$ cat src/rtl/fprog_pkg.sv
package fprog_pkg;
  typedef enum logic [2:0] {
    S_IDLE,
    S_RAISE,
    S_SELECT,
    S_LEAD,
    S_PULSE,
    S_LAG,
    S_VSET,
    S_VCHK
  } seq_state_t;
endpackage

$ cat src/rtl/fprog_lowbit.sv
module fprog_lowbit #(
  parameter int W = 8
) (
  input  logic [W-1:0] vec,
  output logic         found,
  output logic [W-1:0] onehot
);
  // isolate lowest set bit: vec AND its two's complement
  assign onehot = vec & (~vec + W'(1));
  assign found  = |vec;
endmodule

$ cat src/rtl/fprog_phase_timer.sv
module fprog_phase_timer #(
  parameter int CNT_W = 4
) (
  input  logic             clk,
  input  logic             rst_n,
  input  logic             restart,
  output logic [CNT_W-1:0] count
);
  always_ff @(posedge clk or negedge rst_n) begin
    if (!rst_n)       count <= '0;
    else if (restart) count <= '0;
    else              count <= count + CNT_W'(1);
  end
endmodule

$ cat src/rtl/fprog_seq.sv
module fprog_seq
  import fprog_pkg::*;
#(
  parameter int ADDR_W    = 10,
  parameter int DATA_W    = 8,
  parameter int LEAD_CYC  = 2,
  parameter int PULSE_CYC = 4,
  parameter int LAG_CYC   = 3
) (
  input  logic              clk,
  input  logic              rst_n,
  input  logic              start,
  input  logic [ADDR_W-1:0] addr_in,
  input  logic [DATA_W-1:0] mask_in,
  input  logic [DATA_W-1:0] rd_data,
  output logic              busy,
  output logic              done,
  output logic              reject,
  output logic [ADDR_W-1:0] addr_out,
  output logic              vcc_prog_en,
  output logic              vpp_en,
  output logic [DATA_W-1:0] vout_en,
  output logic              ce1_n,
  output logic              ce2_n
);
  localparam int MAX_CYC = (LEAD_CYC > PULSE_CYC) ?
                           ((LEAD_CYC > LAG_CYC) ? LEAD_CYC : LAG_CYC) :
                           ((PULSE_CYC > LAG_CYC) ? PULSE_CYC : LAG_CYC);
  localparam int CNT_W = $clog2(MAX_CYC + 1);

  seq_state_t        state_q, state_d;
  logic [ADDR_W-1:0] addr_q;
  logic [DATA_W-1:0] sel_q;
  logic [DATA_W-1:0] pend_q;
  logic [DATA_W-1:0] cur_q;
  logic              done_q, reject_q;
  logic [CNT_W-1:0]  phase_cnt;
  logic              pick_found;
  logic [DATA_W-1:0] pick_bit;

  fprog_lowbit #(.W(DATA_W)) u_pick (
    .vec    (pend_q),
    .found  (pick_found),
    .onehot (pick_bit)
  );

  fprog_phase_timer #(.CNT_W(CNT_W)) u_timer (
    .clk     (clk),
    .rst_n   (rst_n),
    .restart (state_d != state_q),
    .count   (phase_cnt)
  );

  always_comb begin
    state_d = state_q;
    unique case (state_q)
      S_IDLE:   if (start) state_d = S_RAISE;
      S_RAISE:  state_d = S_SELECT;
      S_SELECT: state_d = pick_found ? S_LEAD : S_VSET;
      S_LEAD:   if (phase_cnt == CNT_W'(LEAD_CYC - 1))  state_d = S_PULSE;
      S_PULSE:  if (phase_cnt == CNT_W'(PULSE_CYC - 1)) state_d = S_LAG;
      S_LAG:    if (phase_cnt == CNT_W'(LAG_CYC - 1))   state_d = S_SELECT;
      S_VSET:   state_d = S_VCHK;
      S_VCHK:   state_d = S_IDLE;
      default:  state_d = S_IDLE;
    endcase
  end

  always_ff @(posedge clk or negedge rst_n) begin
    if (!rst_n) begin
      state_q  <= S_IDLE;
      addr_q   <= '0;
      sel_q    <= '0;
      pend_q   <= '0;
      cur_q    <= '0;
      done_q   <= 1'b0;
      reject_q <= 1'b0;
    end else begin
      state_q <= state_d;
      case (state_q)
        S_IDLE: if (start) begin
          addr_q   <= addr_in;
          sel_q    <= mask_in;
          pend_q   <= mask_in;
          done_q   <= 1'b0;
          reject_q <= 1'b0;
        end
        S_SELECT: if (pick_found) begin
          cur_q  <= pick_bit;
          pend_q <= pend_q & ~pick_bit;
        end
        S_VCHK: begin
          reject_q <= |(sel_q & rd_data);
          done_q   <= 1'b1;
        end
        default: ;
      endcase
    end
  end

  always_comb begin
    busy        = (state_q != S_IDLE);
    done        = done_q;
    reject      = reject_q;
    addr_out    = addr_q;
    vpp_en      = (state_q == S_LEAD) || (state_q == S_PULSE) || (state_q == S_LAG);
    vcc_prog_en = vpp_en || (state_q == S_RAISE) || (state_q == S_SELECT);
    vout_en     = (state_q == S_PULSE) ? cur_q : '0;
    ce1_n       = !((state_q == S_VSET) || (state_q == S_VCHK));
    ce2_n       = ce1_n;
  end
endmodule

$ cat config.mk
export PLATFORM = sky130hd
export DESIGN_NAME = fprog_seq
export DESIGN_NICKNAME = d
export VERILOG_FILES = /design/src/rtl/fprog_pkg.sv /design/src/rtl/fprog_lowbit.sv /design/src/rtl/fprog_phase_timer.sv /design/src/rtl/fprog_seq.sv
export SDC_FILE = /design/constraint.sdc
export NUM_CORES = 1
export LEC_CHECK = 0
export BUFFER_PORTS_ARGS = -buffer_cell sky130_fd_sc_hd__buf_2
export CORE_MARGIN = 5
export CORE_UTILIZATION = 49
export CTS_BUF_LIST = sky130_fd_sc_hd__clkbuf_8
export DETAILED_ROUTE_END_ITERATION = 6
export HOLD_SLACK_MARGIN = 0.1
export PLACE_DENSITY = 0.83
export SYNTH_ARGS = -nofsm -noshare
export SYNTH_HDL_FRONTEND = slang
export SYNTH_SLANG_ARGS = --single-unit
$ cat constraint.sdc
create_clock -name clk -period 1.77 [get_ports clk]
set_input_delay 0.4425 -clock clk [delete_from_list [all_inputs] [get_ports clk]]
set_output_delay 0.4425 -clock clk [all_outputs]
set_load 0.005 [all_outputs]
==> flow_summary.yaml <==
outcome:
  status: "finished clean"
worst_setup_path:
  crit_path_end_kind: "primary output"
  timing.rr.start: "pend_q[1]"
  cp-start-kind: "flop"
  r2r_cells: 4
  path_cells: "nor2_4 > buf_6 > nand2_4 > and2_4 > buf_6"
  cp.required_ps: 1330
  worst_path_max_delay_cell: "dfrtp_2"
  crit_arrival_ps: 1290
  cp_common_cell: "buf_6"
  path_class: "flop to primary output"
  cp_slowest_stage_delay_ps: 450
  r2r_slack_ps: 50
  r2r-end: "pend_q[7]"
  path_max_fanout: 5
min_path:
  hold_path_class: "input pin to flop"
  hold_end: "addr_out[5]"
  min_path_cells: 2
  hold_start: "addr_in[5]"
floorplanning:
  die_h_um: 74.6
  fp.dieW_um: 74.6
  start_util_pct: 50.7
  pin_count: 54
  die-area_mm2: 0.00556
  core.rowCount: 23
  core_area_mm2: 0.00403
logic_synthesis:
  synthCells: 198
  ys.warnings.count: 0
  syn_avg_cell_area_um2: 10.3
  ys_async_sr_fraction_pct: 100
  synth.distinct_cells: 41
  synth_top_flop_cell: "dfrtp_1"
  synth_nets: 231
  syn-cell-area_mm2: 0.00204
  synth_edf_count: 0
  ys_seq_area_share_pct: 51.4
  yosys_register_bits: 42
clock_tree:
  cts.sinks: 42
  htree_levels: 2
  clk_pin_slew_ps: 80
  cts_buffer_depth: 2
  cts-buffers-inserted: 5
  insertion_delay_ps: 300
  cts_tree: "built"
  root_buffer: "clkbuf_8"
placed_design:
  place.gp.congestion: 0.931
  port_buffers: 53
  dpl.hpwl_um: 3640
  pre_cts_ws_ps: 60.7
global_route:
  grt_overflow: 0
  grt_max_degree: 24
  grt_first_pass_wirelength_um: 8340
  grt_pass1_vias: 1741
  antenna_found_initial: 0
  grt_usage_pct: 19.9
finish:
  areaGrowthSynthToFinish_pct: 33.4
  antenna_cells: 0
  layout-drive-gt1-share_pct: 41.9
  n_fill_cell: 319
  nNetsFinal: 304
sta:
  period_share_pct: 97.7
  tns_ps: 0
  setup_viol: 0
  hold_violations: 0
  rsz0062_at_grt: "yes"
  timing.final.ws_setup_ps: 40.4
  timing.final.max_slew_violations: 0
  relSlewSlack_pct: 69.2
  clock.fmax_ghz: 0.578
  finalClockSkew_ps: 6.56
  fin_crit_ps: 1730
  worst_pin_slew_ps: 462
power_and_ir_drop:
  p_leak_nw: 1.38
  p_per_area_mw_per_mm2: 722
  report.power.total_w: 0.00197
  ir_drop_mv: 0.549
drt:
  ant_nets: 0
  routed_wl_um: 5110
  wl_per_cell_um: 15.9
  drtPass1Iterations: 4
  drtIter0Drc: 215
  drc: 0
  vias_per_cell: 5.53
  routed-via-count: 1781
run:
  maxCapViolCount: 0
## critical path, delay by kind of cell (launching register included)
family,cells,cell delay [ps]
simple gates,3,310
buf+inv,2,230
flops,1,450
## metrics by stage
step                      util [%]  instance area (um2)  hold WS (ps)  cells
after CTS                     65.7                 2650           362    316
after detailed placement      61.1                 2460           427    305
after global placement        61.1                 2460           417    305
after floorplan                  -                 2040           147    198
final                         67.7                 2730           367    322
after global routing          67.7                 2730           367    322
## metal layers
metal	share of wire [%]	vias to the layer above	GRT usage (%)
li1	-	851	-
met1	42	860	25.4
met2	49	62	32.2
met3	8.3	8	6.08
met4	1.4	0	6.52
met5	0	-	0
## area by class of cell
class                           instances  area [um2]  share of cell area, %
Multi-Input combinational cell        132         928                   34.0
Sequential cell                        42        1050                   38.6
Tap cell                               50        62.6                   2.29
Inverter                               11        41.3                   1.51
Clock buffer                            6        82.6                   3.03
Timing Repair Buffer                   79         499                   18.3
Clock inverter                          2        60.1                   2.20
## how the worst max path moves through the flow
stage	from	slack (ps)	cells past startpoint	end
floorplan	pend_q[1]	40	5	pend_q[7]
global placement	pend_q[0]	110	4	pend_q[7]
detailed placement	pend_q[1]	60	4	pend_q[6]
CTS	state_q[1]	0.6	4	vpp_en
global route	state_q[1]	-20	4	vpp_en
finish	state_q[1]	40	5	vcc_prog_en
## power by group
group          total (W)     switching (W)  internal, W
clock           0.000941          0.000339     0.000602
sequential      0.000958  0.00000000000152     0.000958
combinational  0.0000700         0.0000385    0.0000315
total            0.00197          0.000378      0.00159
## kinds of logic (layout without fill, tap and decap cells)
group | count (synthesis) | in the layout | synth area share [%]
compound gates | 54 | 54 | 17.4
fa+ha+maj | 4 | 4 | 2.45
buf+inv | 24 | 98 | 5.02
flops | 42 | 42 | 51.4
mux | 16 | 16 | 8.81
simple gates | 58 | 58 | 14.9
## what timing repair did
item                                   CTS  global route
cloned                                   1             0
endpoints found under the hold margin    2             0
gates resized for setup                  7             6
setup endpoints to repair               10            12
hold buffers                             1             0
buffers inserted                         1             6
pin swaps                                1             1
## sequential cells by signal (all words and copies together) (netlist names)
| signal | flops |
|---|---|
| cur_q | 8 |
| reject | 1 |
| done | 1 |
| state_q | 3 |
| addr_out | 10 |
| pend_q | 8 |
| u_timer.count | 3 |
| sel_q | 8 |
## cell usage in the layout (no fill, tap or decap), types with 2 or more instances in the layout
cell,instances
bufinv_16,2
a21oi_1,6
buf_6,3
buf_2,53
o22a_1,3
inv_1,11
a31oi_1,3
nand3_1,3
o22ai_1,2
dfrtp_2,2
clkbuf_8,6
mux2_2,16
a32o_1,3
buf_12,2
nor2b_1,5
o41ai_1,2
buf_4,20
nand2_1,18
o21ai_0,19
dfrtp_1,40
a22o_1,2
ha_1,4
a22oi_1,4
and3_1,9
nor2_1,11
## synthesized netlist by cell type (2+ instances only)
cell type | number | area share, %
dfrtp_1 | 42 | 51
nand2_1 | 19 | 3.5
o21ai_0 | 19 | 4.7
mux2_2 | 16 | 8.8
nor2_1 | 12 | 2.2
inv_1 | 11 | 2.0
clkbuf_1 | 10 | 1.8
and3_1 | 9 | 2.8
a21oi_1 | 7 | 1.7
nor2b_1 | 5 | 1.5
a22oi_1 | 4 | 1.5
ha_1 | 4 | 2.4
a31oi_1 | 3 | 0.92
a32o_1 | 3 | 1.5
nand3_1 | 3 | 0.73
o22a_1 | 3 | 1.3
a22o_1 | 2 | 0.86
o22ai_1 | 2 | 0.61
o41ai_1 | 2 | 0.86
Note: power is estimated with default switching activity, not from simulation.
